[src/rtl/vseq_pkg.sv]
package vseq_pkg;
  localparam int OP_W   = 4;
  localparam int CNT_W  = 6;
  localparam int ADR_W  = 8;
  localparam int OBAS_W = 6;
  localparam int WORD_W = OP_W + CNT_W + 2*ADR_W + OBAS_W;

  typedef enum logic {ST_IDLE = 1'b0, ST_RUN = 1'b1} vseq_state_e;

  // Field order is the wire format decoded by the sequencer.
  typedef struct packed {
    logic [OP_W-1:0]   op;
    logic [CNT_W-1:0]  cnt;
    logic [ADR_W-1:0]  base_a;
    logic [ADR_W-1:0]  base_b;
    logic [OBAS_W-1:0] base_o;
  } vinstr_t;

  localparam logic [OP_W-1:0] OP_HALT = '0;
endpackage

[src/rtl/vseq_cfg_mem.sv]
module vseq_cfg_mem
  import vseq_pkg::*;
#(
  parameter int SLOTS = 16,
  parameter int IDX_W = $clog2(SLOTS)
) (
  input  logic              clk,
  input  logic              rst_n,
  input  logic              wr_en,
  input  logic [IDX_W-1:0]  wr_idx,
  input  logic [WORD_W-1:0] wr_word,
  input  logic [IDX_W-1:0]  rd_idx_cur,
  input  logic [IDX_W-1:0]  rd_idx_nxt,
  output vinstr_t           ins_cur,
  output vinstr_t           ins_nxt,
  output logic [IDX_W-1:0]  top_idx
);
  logic [WORD_W-1:0] slot_q [SLOTS];
  logic [IDX_W-1:0]  top_d, top_q;

  for (genvar g = 0; g < SLOTS; g++) begin : g_slot
    logic slot_we;
    assign slot_we = wr_en && (wr_idx == IDX_W'(g));
    always_ff @(posedge clk) begin
      if (slot_we) slot_q[g] <= wr_word;
    end
  end

  always_comb begin
    top_d = top_q;
    if (wr_en && (wr_idx > top_q)) top_d = wr_idx;
  end

  always_ff @(posedge clk or negedge rst_n) begin
    if (!rst_n) top_q <= '0;
    else        top_q <= top_d;
  end

  assign ins_cur = vinstr_t'(slot_q[rd_idx_cur]);
  assign ins_nxt = vinstr_t'(slot_q[rd_idx_nxt]);
  assign top_idx = top_q;
endmodule

[src/rtl/vseq_opcnt.sv]
module vseq_opcnt
  import vseq_pkg::*;
(
  input  logic             clk,
  input  logic             rst_n,
  input  logic             load,
  input  logic             step,
  input  vinstr_t          src,
  output logic [CNT_W-1:0] rem,
  output logic [ADR_W-1:0] a_ptr,
  output logic [ADR_W-1:0] b_ptr,
  output logic [ADR_W-1:0] o_ptr
);
  logic [CNT_W-1:0] rem_d, rem_q;
  logic [ADR_W-1:0] a_d, a_q, b_d, b_q, o_d, o_q;

  always_comb begin
    rem_d = rem_q;
    a_d   = a_q;
    b_d   = b_q;
    o_d   = o_q;
    if (load) begin
      rem_d = src.cnt;
      a_d   = src.base_a;
      b_d   = src.base_b;
      o_d   = ADR_W'(src.base_o);
    end else if (step) begin
      rem_d = rem_q - CNT_W'(1);
      a_d   = a_q + ADR_W'(1);
      b_d   = b_q + ADR_W'(1);
      o_d   = o_q + ADR_W'(1);
    end
  end

  always_ff @(posedge clk or negedge rst_n) begin
    if (!rst_n) begin
      rem_q <= '0;
      a_q   <= '0;
      b_q   <= '0;
      o_q   <= '0;
    end else if (load || step) begin
      rem_q <= rem_d;
      a_q   <= a_d;
      b_q   <= b_d;
      o_q   <= o_d;
    end
  end

  assign rem   = rem_q;
  assign a_ptr = a_q;
  assign b_ptr = b_q;
  assign o_ptr = o_q;
endmodule

[src/rtl/vseq_fsm.sv]
module vseq_fsm
  import vseq_pkg::*;
#(
  parameter int IDX_W = 4
) (
  input  logic             clk,
  input  logic             rst_n,
  input  logic             blk_valid,
  input  logic             dn_ready,
  input  logic [OP_W-1:0]  cur_op,
  input  logic [CNT_W-1:0] rem,
  input  logic [IDX_W-1:0] top_idx,
  output logic [IDX_W-1:0] pc,
  output logic             running,
  output logic             issue,
  output logic             cnt_load,
  output logic             done
);
  vseq_state_e      st_d, st_q;
  logic [IDX_W-1:0] pc_d, pc_q;
  logic             done_d, done_q;
  logic             is_halt, last_op, at_top, start, advance, finish;

  always_comb begin
    is_halt = (cur_op == OP_HALT);
    last_op = (rem == '0);
    at_top  = (pc_q == top_idx);
    start   = (st_q == ST_IDLE) && blk_valid;
    issue   = (st_q == ST_RUN) && !is_halt && dn_ready;
    advance = issue && last_op && !at_top;
    finish  = (st_q == ST_RUN) && (is_halt || (issue && last_op && at_top));

    st_d   = st_q;
    pc_d   = pc_q;
    done_d = finish;
    if (start) begin
      st_d = ST_RUN;
      pc_d = '0;
    end else if (finish) begin
      st_d = ST_IDLE;
      pc_d = '0;
    end else if (advance) begin
      pc_d = pc_q + IDX_W'(1);
    end
  end

  always_ff @(posedge clk or negedge rst_n) begin
    if (!rst_n) begin
      st_q   <= ST_IDLE;
      pc_q   <= '0;
      done_q <= 1'b0;
    end else begin
      st_q   <= st_d;
      pc_q   <= pc_d;
      done_q <= done_d;
    end
  end

  assign pc       = pc_q;
  assign running  = (st_q == ST_RUN);
  assign cnt_load = start || advance;
  assign done     = done_q;
endmodule

[src/rtl/vseq_ctrl.sv]
module vseq_ctrl
  import vseq_pkg::*;
#(
  parameter int SLOTS = 16,
  parameter int IDX_W = $clog2(SLOTS)
) (
  input  logic              clk,
  input  logic              rst_n,
  input  logic              cfg_we,
  input  logic [IDX_W-1:0]  cfg_addr,
  input  logic [WORD_W-1:0] cfg_wdata,
  input  logic              blk_valid,
  input  logic              dn_ready,
  output logic              ld_ready,
  output logic              blk_done,
  output logic              pe_en,
  output logic [OP_W-1:0]   pe_op,
  output logic [ADR_W-1:0]  addr_a,
  output logic [ADR_W-1:0]  addr_b,
  output logic [ADR_W-1:0]  addr_out
);
  logic [1:0]       rst_sync_q;
  logic             rst_core_n;
  logic [IDX_W-1:0] pc, top_idx, nxt_idx;
  vinstr_t          ins_cur, ins_nxt;
  logic [CNT_W-1:0] rem;
  logic             running, issue, cnt_load, done, wr_ok;

  always_ff @(posedge clk or negedge rst_n) begin
    if (!rst_n) rst_sync_q <= '0;
    else        rst_sync_q <= {rst_sync_q[0], 1'b1};
  end
  assign rst_core_n = rst_sync_q[1];

  // Writes are honoured only while idle.
  assign wr_ok   = cfg_we && !running;
  // Second read port serves slot 0 at block start, the following slot otherwise.
  assign nxt_idx = running ? (pc + IDX_W'(1)) : '0;

  vseq_cfg_mem #(.SLOTS(SLOTS), .IDX_W(IDX_W)) u_mem (
    .clk(clk), .rst_n(rst_core_n), .wr_en(wr_ok), .wr_idx(cfg_addr),
    .wr_word(cfg_wdata), .rd_idx_cur(pc), .rd_idx_nxt(nxt_idx),
    .ins_cur(ins_cur), .ins_nxt(ins_nxt), .top_idx(top_idx)
  );

  vseq_fsm #(.IDX_W(IDX_W)) u_fsm (
    .clk(clk), .rst_n(rst_core_n), .blk_valid(blk_valid), .dn_ready(dn_ready),
    .cur_op(ins_cur.op), .rem(rem), .top_idx(top_idx), .pc(pc),
    .running(running), .issue(issue), .cnt_load(cnt_load), .done(done)
  );

  vseq_opcnt u_cnt (
    .clk(clk), .rst_n(rst_core_n), .load(cnt_load), .step(issue),
    .src(ins_nxt), .rem(rem), .a_ptr(addr_a), .b_ptr(addr_b), .o_ptr(addr_out)
  );

  assign ld_ready = !running;
  assign blk_done = done;
  assign pe_en    = issue;
  assign pe_op    = ins_cur.op;
endmodule

[config.mk]
export PLATFORM = sky130hd
export DESIGN_NAME = vseq_ctrl
export DESIGN_NICKNAME = d
export VERILOG_FILES = /design/src/rtl/vseq_pkg.sv /design/src/rtl/vseq_cfg_mem.sv /design/src/rtl/vseq_opcnt.sv /design/src/rtl/vseq_fsm.sv /design/src/rtl/vseq_ctrl.sv
export SDC_FILE = /design/constraint.sdc
export NUM_CORES = 1
export LEC_CHECK = 0
export BUFFER_PORTS_ARGS = -buffer_cell sky130_fd_sc_hd__buf_2
export CAP_MARGIN = 20
export CORE_MARGIN = 2
export CORE_UTILIZATION = 60
export DETAILED_ROUTE_END_ITERATION = 8
export PLACE_DENSITY_LB_ADDON = 0.05
export RECOVER_POWER = 25
export SYNTH_ARGS = -nofsm -noshare
export SYNTH_HDL_FRONTEND = slang
export SYNTH_SLANG_ARGS = --single-unit
[constraint.sdc]
create_clock -name clk -period 3.33 [get_ports clk]
set_input_delay 0.666 -clock clk [delete_from_list [all_inputs] [get_ports clk]]
set_output_delay 0.666 -clock clk [all_outputs]
set_load 0.01 [all_outputs]
==> results.yml <==
final_layout:
  nets: 1534
  drive_gt1_share_pct: 19.3
  n_fill_cell: 2391
  final_common_cell: "edfxtp_1"
  layout_common_cells: "512 x edfxtp_1, 148 x nand2_1, 136 x mux2i_1"
  syn_to_final_growth_pct: 15.4
  fin_area_um2: 25900
sta:
  max_clock_freq_mhz: 304
  hold_viol: 0
  fin_setup_tns_ns: 0
  final_max_slew_viol_count: 0
  finalCriticalPeriod_ns: 3.28
  period_share_pct: 98.6
  rsz0062_at_grt: "yes"
  finClkSkew_ns: 0.00708
  setup-violations-final: 0
  slew_headroom_pct: 37.2
  worst_pin_slew_ns: 0.942
route:
  drt_iter0_drc: 1128
  vias_per_cell: 6.34
  vias: 12700
  wl_um: 51300
  drtPass1Iterations: 5
  wl_per_cell_um: 25.6
  drc: 0
  ant_nets: 0
synth:
  syn_nets: 1419
  synth_top_area_share_pct: 68.4
  synthCells: 1369
  synth_edf_count: 512
  yosysTopAreaCell: "edfxtp_1"
  synth-seq-cells: 554
  yosysWarnings: 0
  synthDistinctLibCells: 55
  seq_area_frac_synth_pct: 73.1
  synthArstFlopShare_pct: 7.58
  ys.flop_type: "edfxtp_1"
  synth_area_per_cell_um2: 16.4
  syn_area_um2: 22500
  synthTopCellsByArea: "edfxtp_1 68%, mux2i_1 6.3%, dfrtp_1 4.7%"
floorplan:
  num_rows: 70
  fp.dieH_um: 198
  die-area_um2: 39000
  die_w_um: 198
  core_um2: 36800
  ioPinCount: 72
  initial_utilization_pct: 61.1
place:
  place.gp.congestion: 0.886
  port_buffers: 71
  dp.final_hpwl_um: 28000
  place_area_um2: 23900
power:
  combPwrFrac_pct: 25.2
  leakage_nw: 8.51
  swShare_pct: 29.7
  power.density_nw_per_um2: 739
  vdd_drop_max_mv: 0.514
  power.share.clock_pct: 31.9
  power.internal_w: 0.0135
  seqPwrFrac_pct: 42.8
  p_switching_w: 0.00570
clock_network:
  cts_buffers: 54
  cts_sinks: 554
  h-tree-depth: 2
  clock_latency_ns: 0.61
  tritoncts: "done"
  clk_pin_slew_worst_paths_ns: 0.06
  cts_buffer_depth: 3
  ctsRootBufferMaster: "clkbuf_16"
grt:
  grt_max_degree: 131
  grt_pass1_wl_um: 76100
  grt_pass1_vias: 12300
  antenna_found_initial: 1
  grt_remaining_overflow: 0
  grt.total_usage_pct: 27.0
setup_path:
  crit_fanout: 7
  critPathKind: "flip-flop to primary output"
  critPathRequiredTime_ns: 2.66
  crit_path_start_kind: "flip-flop"
  crit_arrival_ns: 2.62
  setup.worst_path.end_class: "primary output"
  slowest_stage: "mux4_2"
  crit_chain: "buf_4 > mux4_2 > a22oi_2 > nand4_1 > o21ai_4 > inv_1 > buf_2"
  critPathMaxStageDelay_ns: 0.51
outcome:
  status: "finished clean"
flow_run:
  cap_violations: 0
min_path:
  holdCritPathClass: "input pin to flip-flop"
==> synth_stat cells (4+ instances only) <==
cell,number
clkbuf_1,44
buf_2,21
ha_1,9
nand3_1,10
or4_1,5
nand2_1,150
o311a_1,5
a31oi_1,8
mux2_2,4
o21ai_1,4
a221oi_1,8
nor3_1,9
inv_1,15
xor2_1,10
a22oi_1,13
buf_1,11
xnor2_1,8
mux2i_1,141
edfxtp_1,512
buf_4,7
dfrtp_1,42
a311oi_1,51
nand2b_1,4
a211oi_1,54
nor2b_1,60
a21oi_1,10
o21ai_0,18
o31ai_1,24
nand4_1,6
nor2_1,21
or3_1,6
and2_1,5
mux4_2,38
==> path summary, 6_finish.rpt <==
check                      slack, ns               startpoint                          to  depth (start not counted)
min in group asynchronous       0.38                    rst_n     rst_sync_q[1]$_DFF_PN0_                          2
setup / recovery                0.05  u_fsm.pc[0]$_DFFE_PN0P_                       pe_en                          7
setup reg to reg                0.42  u_fsm.pc[0]$_DFFE_PN0P_  u_cnt.o_ptr[1]$_DFFE_PN0P_                          8
hold reg to reg                 0.36  rst_sync_q[0]$_DFF_PN0_     rst_sync_q[1]$_DFF_PN0_                          0
hold / removal                  0.35                blk_valid   u_fsm.running$_DFFE_PN0P_                          2
max in group asynchronous       2.22  rst_sync_q[1]$_DFF_PN0_     u_fsm.pc[0]$_DFFE_PN0P_                          0
==> state kept, by name, indices dropped and copies added, names as in the netlist, 2 cells and up <==
name	cells
rst_sync_q	2
u_cnt.a_ptr	8
u_cnt.b_ptr	8
u_cnt.o_ptr	8
u_cnt.rem	6
u_fsm.pc	4
u_mem.slot_q	512
u_mem.top_idx	4
==> layout make-up <==
class	count	area [um^2]	share of cell area, %
Sequential cell	554	16400	63.3
Multi-Input combinational cell	713	5900	22.7
Clock buffer	64	1410	5.44
Timing Repair Buffer	146	1180	4.54
Tap cell	468	586	2.26
Clock inverter	38	380	1.47
Inverter	15	56.3	0.217
Antenna cell	1	2.50	0.00965
==> per-stage QoR <==
| step | std cells | hold WS (ns) | setup WS (ns) | power, W | util, % |
|---|---|---|---|---|---|
| 6_report | 1999 | 0.354 | 0.0456 | 0.0192 | 70.5 |
| 5_1_grt | 1999 | 0.356 | -0.0508 | 0.0199 | 70.5 |
| 4_1_cts | 1995 | 0.334 | 0.00118 | 0.0192 | 70.2 |
| 3_5_place_dp | 1884 | 0.348 | 0.207 | 0.0130 | 65.0 |
| 3_3_place_gp | 1884 | 0.341 | 0.312 | 0.0129 | 65.0 |
| 2_1_floorplan | 1369 | 0.331 | 0.105 | 0.0114 | - |
==> worst max-delay path: cells and delay by family, from the launching register on <==
kind	cells	cell delay, ns
simple gates	1	0.25
flops	1	0.50
mux	1	0.51
buf+inv	3	0.33
compound gates	2	0.42
==> metal layers <==
layer / global-route usage (%) / up-vias / wire (um)
met5: 0 / - / 0
met1: 39.8 / 6509 / 22600
met4: 7.96 / 0 / 1040
met2: 42.0 / 447 / 24100
li1: - / 5656 / -
met3: 4.59 / 64 / 3560
==> logic make-up (layout without fill, tap and decap cells) <==
logic type / count (synthesis) / in the layout / synth area share (%)
flops: 554 / 554 / 73.1
simple gates: 283 / 283 / 5.94
compound gates: 219 / 219 / 7.41
mux: 183 / 183 / 10.3
buf+inv: 102 / 263 / 2.06
xor+xnor: 18 / 18 / 0.701
fa+ha+maj: 9 / 9 / 0.501
other cells: 1 / 2 / 0.0167
==> what timing repair did <==
| item | CTS | global route |
|---|---|---|
| gates resized for setup | 7 | 25 |
| buffers inserted | 8 | 3 |
| endpoints found under the setup margin | 1 | 1 |
| hold buffers | 1 | 0 |
| endpoints found under the hold margin | 2 | 0 |
| pin swaps | 4 | 8 |
==> power groups by stage <==
stage / Clock, W / Sequential, W / Combinational, W
after global routing: 0.00647 / 0.00824 / 0.00521
after floorplan: 0 / 0.00827 / 0.00311
after global placement: 0 / 0.00837 / 0.00454
final: 0.00612 / 0.00821 / 0.00484
after CTS: 0.00621 / 0.00820 / 0.00477
after detailed placement: 0 / 0.00837 / 0.00463
Note: power is estimated with default switching activity, not from simulation.
